`src/rtl/tx_ep_pkg.sv`:
```
package tx_ep_pkg;
  localparam int unsigned BIT_AUTO  = 7;
  localparam int unsigned BIT_RSVD  = 6;
  localparam int unsigned BIT_DIR   = 5;
  localparam int unsigned BIT_DMAEN = 4;
  localparam int unsigned BIT_FTOG  = 3;
  localparam int unsigned BIT_DMOD  = 2;
  localparam int unsigned BIT_TOG   = 1;
  localparam int unsigned BIT_RDY   = 0;

  typedef struct packed {
    logic auto_set;
    logic dir_tx;
    logic dma_en;
    logic force_tog;
    logic dma_mode;
  } ctrl_t;
endpackage

```
`src/rtl/tx_ep_regs.sv`:
```
module tx_ep_regs
  import tx_ep_pkg::*;
#(
  parameter int unsigned DW = 8
) (
  input  logic          clk_i,
  input  logic          rst_ni,
  input  logic          we_i,
  input  logic [DW-1:0] wdata_i,
  output ctrl_t         ctrl_o,
  output logic          set_rdy_o,
  output logic          mode_err_o
);
  ctrl_t ctrl_q;
  logic  bad_clr;

  // clearing mode while DMA enabled (before or with enable clear)
  assign bad_clr = we_i && !wdata_i[BIT_DMOD] && ctrl_q.dma_mode && ctrl_q.dma_en;

  always_ff @(posedge clk_i or negedge rst_ni) begin
    if (!rst_ni) begin
      ctrl_q     <= '0;
      mode_err_o <= 1'b0;
    end else begin
      ctrl_q.force_tog <= we_i && wdata_i[BIT_FTOG];
      mode_err_o       <= bad_clr;
      if (we_i) begin
        ctrl_q.auto_set <= wdata_i[BIT_AUTO];
        ctrl_q.dir_tx   <= wdata_i[BIT_DIR];
        ctrl_q.dma_en   <= wdata_i[BIT_DMAEN];
        if (!bad_clr) ctrl_q.dma_mode <= wdata_i[BIT_DMOD];
      end
    end
  end

  assign ctrl_o    = ctrl_q;
  assign set_rdy_o = we_i && wdata_i[BIT_RDY];


  mode_keep_chk: assert property (@(posedge clk_i) disable iff (!rst_ni)
    mode_err_o |-> ctrl_q.dma_mode);
endmodule

```
`src/rtl/tx_ep_pktcnt.sv`:
```
module tx_ep_pktcnt #(
  parameter int unsigned CNT_W = 11
) (
  input  logic             clk_i,
  input  logic             rst_ni,
  input  logic             wr_i,
  input  logic             clr_i,
  input  logic             en_i,
  input  logic [CNT_W-1:0] max_i,
  output logic             full_o
);
  localparam logic [CNT_W-1:0] CNT_MAX = {CNT_W{1'b1}};

  logic [CNT_W-1:0] cnt_q;
  logic [CNT_W:0]   cnt_inc;

  assign cnt_inc = {1'b0, cnt_q} + 1'b1;
  assign full_o  = en_i && wr_i && !clr_i && (max_i != '0) &&
                   (cnt_inc == {1'b0, max_i});

  always_ff @(posedge clk_i or negedge rst_ni) begin
    if (!rst_ni)                         cnt_q <= '0;
    else if (clr_i)                      cnt_q <= '0;
    else if (wr_i && cnt_q != CNT_MAX)   cnt_q <= cnt_inc[CNT_W-1:0];
  end


  cnt_clear_chk: assert property (@(posedge clk_i) disable iff (!rst_ni)
    clr_i |=> cnt_q == '0);
endmodule

```
`src/rtl/tx_ep_dma.sv`:
```
module tx_ep_dma (
  input  logic clk_i,
  input  logic rst_ni,
  input  logic dma_en_i,
  input  logic dma_mode_i,
  input  logic txrdy_i,
  input  logic pkt_done_i,
  input  logic all_done_i,
  output logic req_o,
  output logic irq_o
);
  logic irq_src;

  assign req_o   = dma_en_i && !txrdy_i;
  assign irq_src = dma_en_i && (dma_mode_i ? all_done_i : pkt_done_i);

  always_ff @(posedge clk_i or negedge rst_ni) begin
    if (!rst_ni) irq_o <= 1'b0;
    else         irq_o <= irq_src;
  end


  irq_off_chk: assert property (@(posedge clk_i) disable iff (!rst_ni)
    (!dma_en_i && !pkt_done_i && !all_done_i) |=> !irq_o);
endmodule

```
`src/rtl/tx_ep_ctrl.sv`:
```
module tx_ep_ctrl
  import tx_ep_pkg::*;
#(
  parameter int unsigned DW    = 8,
  parameter int unsigned CNT_W = 11
) (
  input  logic             clk_i,
  input  logic             rst_ni,
  input  logic             reg_we_i,
  input  logic [DW-1:0]    reg_wdata_i,
  output logic [DW-1:0]    reg_rdata_o,
  input  logic             fifo_wr_i,
  input  logic [CNT_W-1:0] max_pkt_i,
  input  logic             ack_i,
  input  logic             shared_fifo_i,
  output logic             txrdy_o,
  output logic             flush_o,
  output logic             dir_tx_o,
  input  logic             dma_pkt_done_i,
  input  logic             dma_all_done_i,
  output logic             dma_req_o,
  output logic             dma_irq_o,
  output logic             mode_err_o
);
  ctrl_t ctrl;
  logic  set_rdy, full_hit, pkt_clr;
  logic  txrdy_q, tog_q;
  logic  unused_wbits;

  assign unused_wbits = ^{reg_wdata_i[BIT_RSVD], reg_wdata_i[BIT_TOG]};

  tx_ep_regs #(.DW(DW)) u_regs (
    .clk_i, .rst_ni, .we_i(reg_we_i), .wdata_i(reg_wdata_i),
    .ctrl_o(ctrl), .set_rdy_o(set_rdy), .mode_err_o
  );

  assign flush_o = ctrl.force_tog;
  assign pkt_clr = ack_i || ctrl.force_tog;

  tx_ep_pktcnt #(.CNT_W(CNT_W)) u_cnt (
    .clk_i, .rst_ni, .wr_i(fifo_wr_i), .clr_i(pkt_clr),
    .en_i(ctrl.auto_set), .max_i(max_pkt_i), .full_o(full_hit)
  );

  always_ff @(posedge clk_i or negedge rst_ni) begin
    if (!rst_ni) begin
      txrdy_q <= 1'b0;
      tog_q   <= 1'b0;
    end else begin
      if (pkt_clr)                  txrdy_q <= 1'b0;
      else if (set_rdy || full_hit) txrdy_q <= 1'b1;
      if (pkt_clr) tog_q <= ~tog_q;
    end
  end

  tx_ep_dma u_dma (
    .clk_i, .rst_ni, .dma_en_i(ctrl.dma_en), .dma_mode_i(ctrl.dma_mode),
    .txrdy_i(txrdy_q), .pkt_done_i(dma_pkt_done_i),
    .all_done_i(dma_all_done_i), .req_o(dma_req_o), .irq_o(dma_irq_o)
  );

  always_comb begin
    reg_rdata_o            = '0;
    reg_rdata_o[BIT_AUTO]  = ctrl.auto_set;
    reg_rdata_o[BIT_DIR]   = ctrl.dir_tx;
    reg_rdata_o[BIT_DMAEN] = ctrl.dma_en;
    reg_rdata_o[BIT_FTOG]  = ctrl.force_tog;
    reg_rdata_o[BIT_DMOD]  = ctrl.dma_mode;
    reg_rdata_o[BIT_TOG]   = tog_q;
    reg_rdata_o[BIT_RDY]   = txrdy_q;
  end

  assign txrdy_o  = txrdy_q;
  assign dir_tx_o = shared_fifo_i ? ctrl.dir_tx : 1'b1;


  flush_tog_chk: assert property (@(posedge clk_i) disable iff (!rst_ni)
    flush_o |=> (reg_rdata_o[BIT_TOG] != $past(reg_rdata_o[BIT_TOG])) && !txrdy_o);

  flush_selfclr_chk: assert property (@(posedge clk_i) disable iff (!rst_ni)
    (flush_o && !reg_we_i) |=> !flush_o && !reg_rdata_o[BIT_FTOG]);

  ack_clr_chk: assert property (@(posedge clk_i) disable iff (!rst_ni)
    ack_i |=> !txrdy_o);

  dma_req_chk: assert property (@(posedge clk_i) disable iff (!rst_ni)
    !reg_rdata_o[BIT_DMAEN] |-> !dma_req_o);
endmodule

```
`config.mk`:
```
export PLATFORM = sky130hd
export DESIGN_NAME = tx_ep_ctrl
export DESIGN_NICKNAME = d
export VERILOG_FILES = /design/src/rtl/tx_ep_pkg.sv /design/src/rtl/tx_ep_regs.sv /design/src/rtl/tx_ep_pktcnt.sv /design/src/rtl/tx_ep_dma.sv /design/src/rtl/tx_ep_ctrl.sv
export SDC_FILE = /design/constraint.sdc
export NUM_CORES = 1
export LEC_CHECK = 0
export ABC_CLOCK_PERIOD_IN_PS = 5300
export CAP_MARGIN = 0
export CORE_MARGIN = 2
export CORE_UTILIZATION = 52
export CTS_BUF_LIST = sky130_fd_sc_hd__clkbuf_2 sky130_fd_sc_hd__clkbuf_4 sky130_fd_sc_hd__clkbuf_8
export CTS_CLUSTER_SIZE = 16
export DETAILED_ROUTE_END_ITERATION = 12
export GPL_ROUTABILITY_DRIVEN = 0
export HOLD_SLACK_MARGIN = 0.08
export PLACE_DENSITY = 0.87
export SLEW_MARGIN = 30
export SYNTH_ARGS = -nofsm -noshare
export SYNTH_HDL_FRONTEND = slang
export SYNTH_SLANG_ARGS = --single-unit
```
`constraint.sdc`:
```
create_clock -name clk_i -period 5.3 [get_ports clk_i]
set_input_delay 1.06 -clock clk_i [delete_from_list [all_inputs] [get_ports clk_i]]
set_output_delay 1.06 -clock clk_i [all_outputs]
set_load 0.03 [all_outputs]
```
== Word level (Yosys, flattened, before mapping) ==
Cells that the tools add are included.

* Reductions and logical operators: 21
* Muxes and demuxes: 6
* Bitwise operators: 2
* Equal/unequal tests: 2
* Add/sub/neg operators: 1

{| class="wikitable"
|+ Operators by type and width
! operator !! number
|-
| two-way mux 11 bit || 2
|-
| adder 11 x 1 -> 12 bit, second input constant || 1
|-
| == test 12 x 11 -> 1 bit || 1
|-
| logical AND 1 bit || 12
|-
| inequality test 11 bit, second input constant || 1
|-
| nonzero test 11 bit || 1
|-
| two-way mux 1 bit || 4
|-
| nonzero test 2 bit || 2
|-
| zero test 1 bit || 3
|-
| logical OR 1 bit || 2
|-
| inverter 1 bit || 2
|-
| AND reduction 2 bit || 1
|}

* Logic and storage cells: 42
* Flip-flop bits (word level): 20

== Logic depth before layout (Yosys ltp) ==
Gate-level depths: netlist (run 1).

* Depth after elaboration: 8
* Gate-level depth with buffers: 7
* Mapped depth without buffers: 6

== Cells and area by module ==
Synthesis (run 1) repeated with hierarchy kept, for this count alone.

* Cell total of the unflattened synthesis: 136
* Area, all modules: 1316.3 µm²

{| class="wikitable"
|+ Modules (own cells, without submodules)
! module !! area an instance (µm²) !! cells an instance !! instances
|-
| tx_ep_pktcnt || 903.4 || 105 || 1
|-
| tx_ep_regs || 249.0 || 15 || 1
|-
| tx_ep_ctrl || 116.4 || 12 || 1
|-
| tx_ep_dma || 47.5 || 4 || 1
|}

== Least setup slack after synthesis (run 1) ==
OpenSTA, ideal clock, no wires.

* Kind: input to register
* Start: in ack_i
* End: reg txrdy_q, in the netlist txrdy_o
* Slack: 2.715 ns
* Data arrival time: 2.489 ns
* Path buffers: 1
* Stages on the path: 6
* Required time: 5.205 ns
* Path through: or2_2 -> clkbuf_1 -> nor4_1 -> o211ai_1 -> or4_1 -> o31ai_1

* Longest elaborated chain between the ends: 7
* Elaborated cells between the ends (all ways): 8

{| class="wikitable"
|+ Ends and longest elaborated chain
! what !! RTL line !! text
|-
| start, declared || tx_ep_ctrl.sv:14 || <nowiki>input logic ack_i,</nowiki>
|-
| logical OR 1 bit (*) || tx_ep_ctrl.sv:38 || <nowiki>assign pkt_clr = ack_i || ctrl.force_tog;</nowiki>
|-
| zero test 1 bit || tx_ep_pktcnt.sv:18 || <nowiki>assign full_o = en_i && wr_i && !clr_i && (max_i != '0) &&</nowiki>
|-
| logical AND 1 bit (3 in series) || tx_ep_pktcnt.sv:18 ||
|-
| logical OR 1 bit || tx_ep_ctrl.sv:51 || <nowiki>else if (set_rdy || full_hit) txrdy_q <= 1'b1;</nowiki>
|-
| nonzero test 2 bit (no source line) || -- ||
|-
| end signal, assigned || tx_ep_ctrl.sv:47 || <nowiki>txrdy_q <= 1'b0;</nowiki>
|-
| end signal, assigned || tx_ep_ctrl.sv:50 || <nowiki>if (pkt_clr) txrdy_q <= 1'b0;</nowiki>
|-
| end signal, assigned || tx_ep_ctrl.sv:51 ||
|-
| end, declared || tx_ep_ctrl.sv:27 || <nowiki>logic txrdy_q, tog_q;</nowiki>
|}

Every way passes the cells marked *; elsewhere a longest branch is shown, timed or not.
A chain may end at the register's enable or synchronous reset.

== Worst setup path after layout (run 1) ==
* Start: in shared_fifo_i
* End: out dir_tx_o

* Longest elaborated chain between the ends: 1

{| class="wikitable"
|+ Ends and longest elaborated chain
! what !! RTL line !! text
|-
| start, declared || tx_ep_ctrl.sv:15 || <nowiki>input logic shared_fifo_i,</nowiki>
|-
| two-way mux 1 bit || tx_ep_ctrl.sv:74 || <nowiki>assign dir_tx_o = shared_fifo_i ? ctrl.dir_tx : 1'b1;</nowiki>
|-
| end, declared || tx_ep_ctrl.sv:18 || <nowiki>output logic dir_tx_o,</nowiki>
|}

Every way passes these cells.

==> metrics.yaml, run 1 <==
r2r_end: "txrdy_o$_DFFE_PN0P_"
critical_path_arrival_ps: 2210
whs_ps: 478
min_to: "tog_q$_DFFE_PN0N_"
grt_max_degree: 21
cts_tree: "done"
start_util_pct: 54.8
cts.reportedPaths.clkPinSlew_ps: 90
r2r_start: "u_cnt.cnt_q[0]$_DFFE_PN0P_"
min_from: "tog_q$_DFFE_PN0N_"
synth_largest_area_cell: "dfrtp_1"
fin_nets: 197
netlist_instances: 143
cts_made_buffers: 3
drive_gt1_share_pct: 10.2
fin_tns_setup_ps: 0
seq_area_frac_synth_pct: 37.2
slowest_delay_ps: 660
cts-htree-levels: 1
post_cts_resized: 0
finalMaxSlewViolations: 0
fp.coreArea_um2: 2450
n_antenna_cell: 0
hp-class: "flip-flop to flip-flop"
dieArea_um2: 3010
yosysTopAreaCellShare_pct: 37.2
die_w_um: 54.9
fmax_mhz: 306
worst_pin_slew_ps: 549
ir_worst_vdd_mv: 0.280
crit_fanout: 1
cp.required_ps: 4240
hold_viol: 0
cts_setup_buffers: 0
start_kind: "input port"
clock_path_buffers: 2
drc: 0
port_buffers: 37
grt_pass1_wl_mm: 4.77
cts.hold.buffers_added: 0
via_count: 1109
power_density_nw_per_um2: 204
crit_chain: "clkdlybuf4s50_1 -> nand2b_1 -> clkdlybuf4s50_1"
yosysWarnings: 0
antenna_found_initial: 0
ioPinCount: 41
relSlewSlack_pct: 63.4
routed_wl_mm: 2.84
worstRegToRegCells: 6
yosysMostFrequentCell: "dfrtp_1"
ys.flop_type: "dfrtp_1"
ys_types: 46
status: "complete, no violations"
min_period_over_period_pct: 61.7
initialDrtViolationCount: 18
synth.cell_area_um2: 1350
worst_path_most_repeated_cell: "clkdlybuf4s50_1"
synthArstFlopShare_pct: 100
track_usage_pct: 22.5
setup-violations-final: 0
rrSetupSlack_ps: 2970
drt-pass1-iter-count: 4
syn_nets: 171
ant_nets: 0
clock_latency_ps: 300
final.min_clock_period_ps: 3270
hold_path_depth: 1
end_kind: "output port"
max_cap_viol_count: 0
cp_top_family: "buffers and inverters"
routedWlPerCell_um: 14.4
leakagePower_nw: 0.644
cts.root.buffer_cell: "clkbuf_4"
finalClockSkew_ps: 0.560
avgSynthCellArea_um2: 9.41
synth_commonest_cells: "20 x dfrtp_1, 12 x nand2_1, 12 x nor2_1"
grt_pass1_vias: 1064
clock_sinks: 20
grt_overflow: 0
total_power_w: 0.000340
viasPerCell: 5.63
fp-row-count: 18
cp_slowest_cell: "clkdlybuf4s50_1"
die_y_um: 54.9
ys_seq_elements: 20
syn_to_final_growth_pct: 24.2
rsz0062_at_grt: "no"
worstSetupPathType: "input port to output port"
netlist_top_cells_area: "dfrtp_1 37%, xor2_1 7.2%, xnor2_1 6.5%"
cp_num_buf_inv: 2
synth-edff-count: 0
dp_hpwl_mm: 2.27
[how the worst max path moves through the flow]
stage                     slack, ps  cells past startpoint             endpoint           from
final                          2030                      3             dir_tx_o  shared_fifo_i
after global routing           2020                      3             dir_tx_o  shared_fifo_i
after CTS                      2030                      3             dir_tx_o  shared_fifo_i
after detailed placement       2030                      3             dir_tx_o  shared_fifo_i
after global placement         2060                      3             dir_tx_o  shared_fifo_i
after floorplan                2720                      6  txrdy_o$_DFFE_PN0P_          ack_i
[per-stage QoR]
step | cells | setup WS [ps] | area [um^2] | utilization, %
finish | 197 | 2030 | 1670 | 68.1
global route | 197 | 2020 | 1670 | 68.1
CTS | 197 | 2030 | 1680 | 68.3
detailed placement | 194 | 2030 | 1650 | 67.4
global placement | 194 | 2060 | 1650 | 67.4
floorplan | 143 | 2720 | 1350 | -
[registers in the layout, indices dropped and copies added, names as in the netlist]
register and flops:
u_regs.ctrl_o 5, txrdy_o 1, u_dma.irq_o 1, u_cnt.cnt_q 11
tog_q 1, u_regs.mode_err_o 1
[kinds of logic after synthesis]
family	share of synthesized area [%]
AO/OA/AOI/OAI	9.48
multiplexers	4.00
flip-flops	37.2
adder cells (fa/ha/maj)	0.929
AND/OR/NAND/NOR	26.8
other	0.279
buffers and inverters	7.71
XOR/XNOR	13.7
[cells in the final DEF (no fill, tap or decap), types with 2 or more instances in the layout]
master,n
nor2_1,12
clkdlybuf4s50_1,36
mux2i_1,2
nand4_1,3
or2_2,3
and4_2,2
and3_1,2
mux2_2,3
dfrtp_1,20
a21oi_1,2
nand3_1,4
xor2_1,11
nand2b_1,2
xnor2_1,10
nand2_1,12
or2b_2,2
o21ai_0,2
nor3_1,4
nor4_1,4
nor2b_1,4
clkbuf_4,3
[area by class of cell]
type,count,area [um^2]
Timing Repair Buffer,37,365
Clock buffer,3,22.5
Inverter,1,3.75
Fill cell,192,783
Tap cell,30,37.5
Multi-Input combinational cell,106,742
Sequential cell,20,500
[where the power goes]
group | switching, W | internal [W] | leakage, nW
logic | 0.0000506 | 0.0000505 | 0.367
registers | 0.00000909 | 0.000163 | 0.264
clock network | 0.0000410 | 0.0000266 | 0.0138
[per-layer routing]
| metal | vias up | global-route usage, % | part of all wire [%] |
|---|---|---|---|
| met4 | 0 | 7.50 | 0.67 |
| met5 | - | 0 | 0 |
| li1 | 541 | - | - |
| met3 | 3 | 5.74 | 3.9 |
| met1 | 542 | 27.4 | 40 |
| met2 | 23 | 38.3 | 55 |
Power figures use the tool's default switching activity.
==> run 2: changes to the inputs <==
ABC_CLOCK_PERIOD_IN_PS = 2800   (was 5300)
CORE_UTILIZATION = 44   (was 52)
PLACE_DENSITY = 0.79   (was 0.87)
clock period = 2.8 ns   (was 5.3 ns; I/O delays follow)
==> run 2 against run 1 <==
- count of clock-buffer cells in the layout is 1 higher
- highest routed layer unchanged
- hold slack better by 10 ps
- critical path type is now flip-flop to flip-flop
- core utilization is 11 points lower
- largest cell class unchanged
- critical path depth is 3 higher
- global-route usage is 3.0 points lower
- register-to-register slack worse by 2400 ps
- combinational power is 95% higher
- first-iteration DRC count is 72% higher
- clock skew is 4.0 ps higher
==> metrics.yaml, run 2 (synthesized netlist as in run 1, its figures left out) <==
status: "complete, no violations"
ioPinCount: 41
cts.root.buffer_cell: "clkbuf_4"
rsz0062_at_grt: "no"
layout_common_cells: "37 x clkdlybuf4s50_1, 20 x dfrtp_1, 12 x nand2_1, 12 x nor2_1, 11 x xor2_1"
n_antenna_cell: 0
highest_layer: "met4"
final_common_cell: "clkdlybuf4s50_1"
worstSetupPathType: "flip-flop to flip-flop"
wl_met1_mm: 1.23
port_buffers: 37
cts_setup_buffers: 0
max_cap_viol_count: 0
rrSetupSlack_ps: 530
clock_sinks: 20
clock_path_buffers: 2
crit_fanout: 6
fp.coreArea_um2: 2980
antenna_found_initial: 0
worstRegToRegCells: 6
die_w_um: 59.3
critical_path_arrival_ps: 2480
drive_gt1_share_pct: 11.2
ant_nets: 0
via_count: 1114
drt-pass1-iter-count: 4
clock_latency_ps: 300
grt_overflow: 0
fin_nets: 199
grt_pass1_wl_mm: 5.13
start_util_pct: 45.2
hp-class: "flip-flop to flip-flop"
min_period_over_period_pct: 81.2
fmax_mhz: 440
dp_hpwl_mm: 2.32
die_y_um: 59.3
syn_to_final_growth_pct: 27.0
routedWlPerCell_um: 14.6
start_kind: "flip-flop"
cts_made_buffers: 3
setup-violations-final: 0
largest_register: "u_cnt.cnt_q"
end_kind: "flip-flop"
fill_cells: 269
routed_wl_mm: 2.96
worst_pin_slew_ps: 562
track_usage_pct: 19.5
cts_tree: "done"
post_cts_resized: 0
dieArea_um2: 3520
initialDrtViolationCount: 31
drc: 0
largest_reg_flops: 11
finalClockSkew_ps: 4.56
final.min_clock_period_ps: 2270
whs_ps: 488
power_density_nw_per_um2: 404
ir_worst_vdd_mv: 0.274
fp-row-count: 20
finalMaxSlewViolations: 0
dr_wl_met2_mm: 1.58
cp.required_ps: 3010
grt_pass1_vias: 1128
cts.reportedPaths.clkPinSlew_ps: 110
hold_viol: 0
leakagePower_nw: 0.661
fin_tns_setup_ps: 0
relSlewSlack_pct: 62.5
hold_path_depth: 1
met3_length_um: 98
viasPerCell: 5.49
cts-htree-levels: 1
cts.hold.buffers_added: 0
grt_max_degree: 21
-- run 2: cell types whose count changed in the layout (fill, tap and decap cells not counted) --
cell	delta
buf_4	+2
buf_2	-1
clkbuf_8	+1
clkdlybuf4s50_1	+1
-- run 2: layout make-up --
type	instances	area (um^2)	area share (%)
sequential	20	500	29.3
tap	33	41.3	2.42
multi-input combinational	106	742	43.4
clock buffer	4	36.3	2.12
inverter	1	3.75	0.220
timing repair buffer	39	385	22.5
-- run 2: where the power goes --
part,switching [W],internal (W)
Combinational,0.0000986,0.0000983
Clock,0.0000888,0.0000794
Sequential,0.0000170,0.000308
Total,0.000204,0.000486
-- run 2: layer usage --
metal / GRT usage (%) / vias up
met5: 0 / -
li1: - / 546
met4: 6.49 / 0
met2: 35.3 / 20
met3: 3.93 / 8
met1: 22.8 / 540
-- run 2: worst paths after layout --
path | startpoint | to
setup / recovery | u_cnt.cnt_q[0]$_DFFE_PN0P_ | txrdy_o$_DFFE_PN0P_
hold / removal | tog_q$_DFFE_PN0N_ | tog_q$_DFFE_PN0N_
setup reg to reg | u_cnt.cnt_q[0]$_DFFE_PN0P_ | txrdy_o$_DFFE_PN0P_
hold reg to reg | tog_q$_DFFE_PN0N_ | tog_q$_DFFE_PN0N_
max in group asynchronous | rst_ni | txrdy_o$_DFFE_PN0P_
min in group asynchronous | rst_ni | u_cnt.cnt_q[4]$_DFFE_PN0P_
-- run 2: per-stage QoR --
stage | setup WS (ps) | total power, W | area (um^2) | cells | util (%)
after floorplan | 715 | 0.000447 | 1350 | 143 | -
after global placement | 299 | 0.000522 | 1670 | 199 | 56.2
after detailed placement | 278 | 0.000530 | 1670 | 199 | 56.2
after CTS | 526 | 0.000700 | 1710 | 203 | 57.4
after global routing | 398 | 0.000731 | 1710 | 203 | 57.4
final | 528 | 0.000690 | 1710 | 203 | 57.4
-- run 2: critical path: stages (launching register included) --
cell,delay (ps)
dfrtp_1,490
ha_1,300
and4_2,330
nand2_1,100
a32o_1,220
or4_1,520
o31ai_1,230
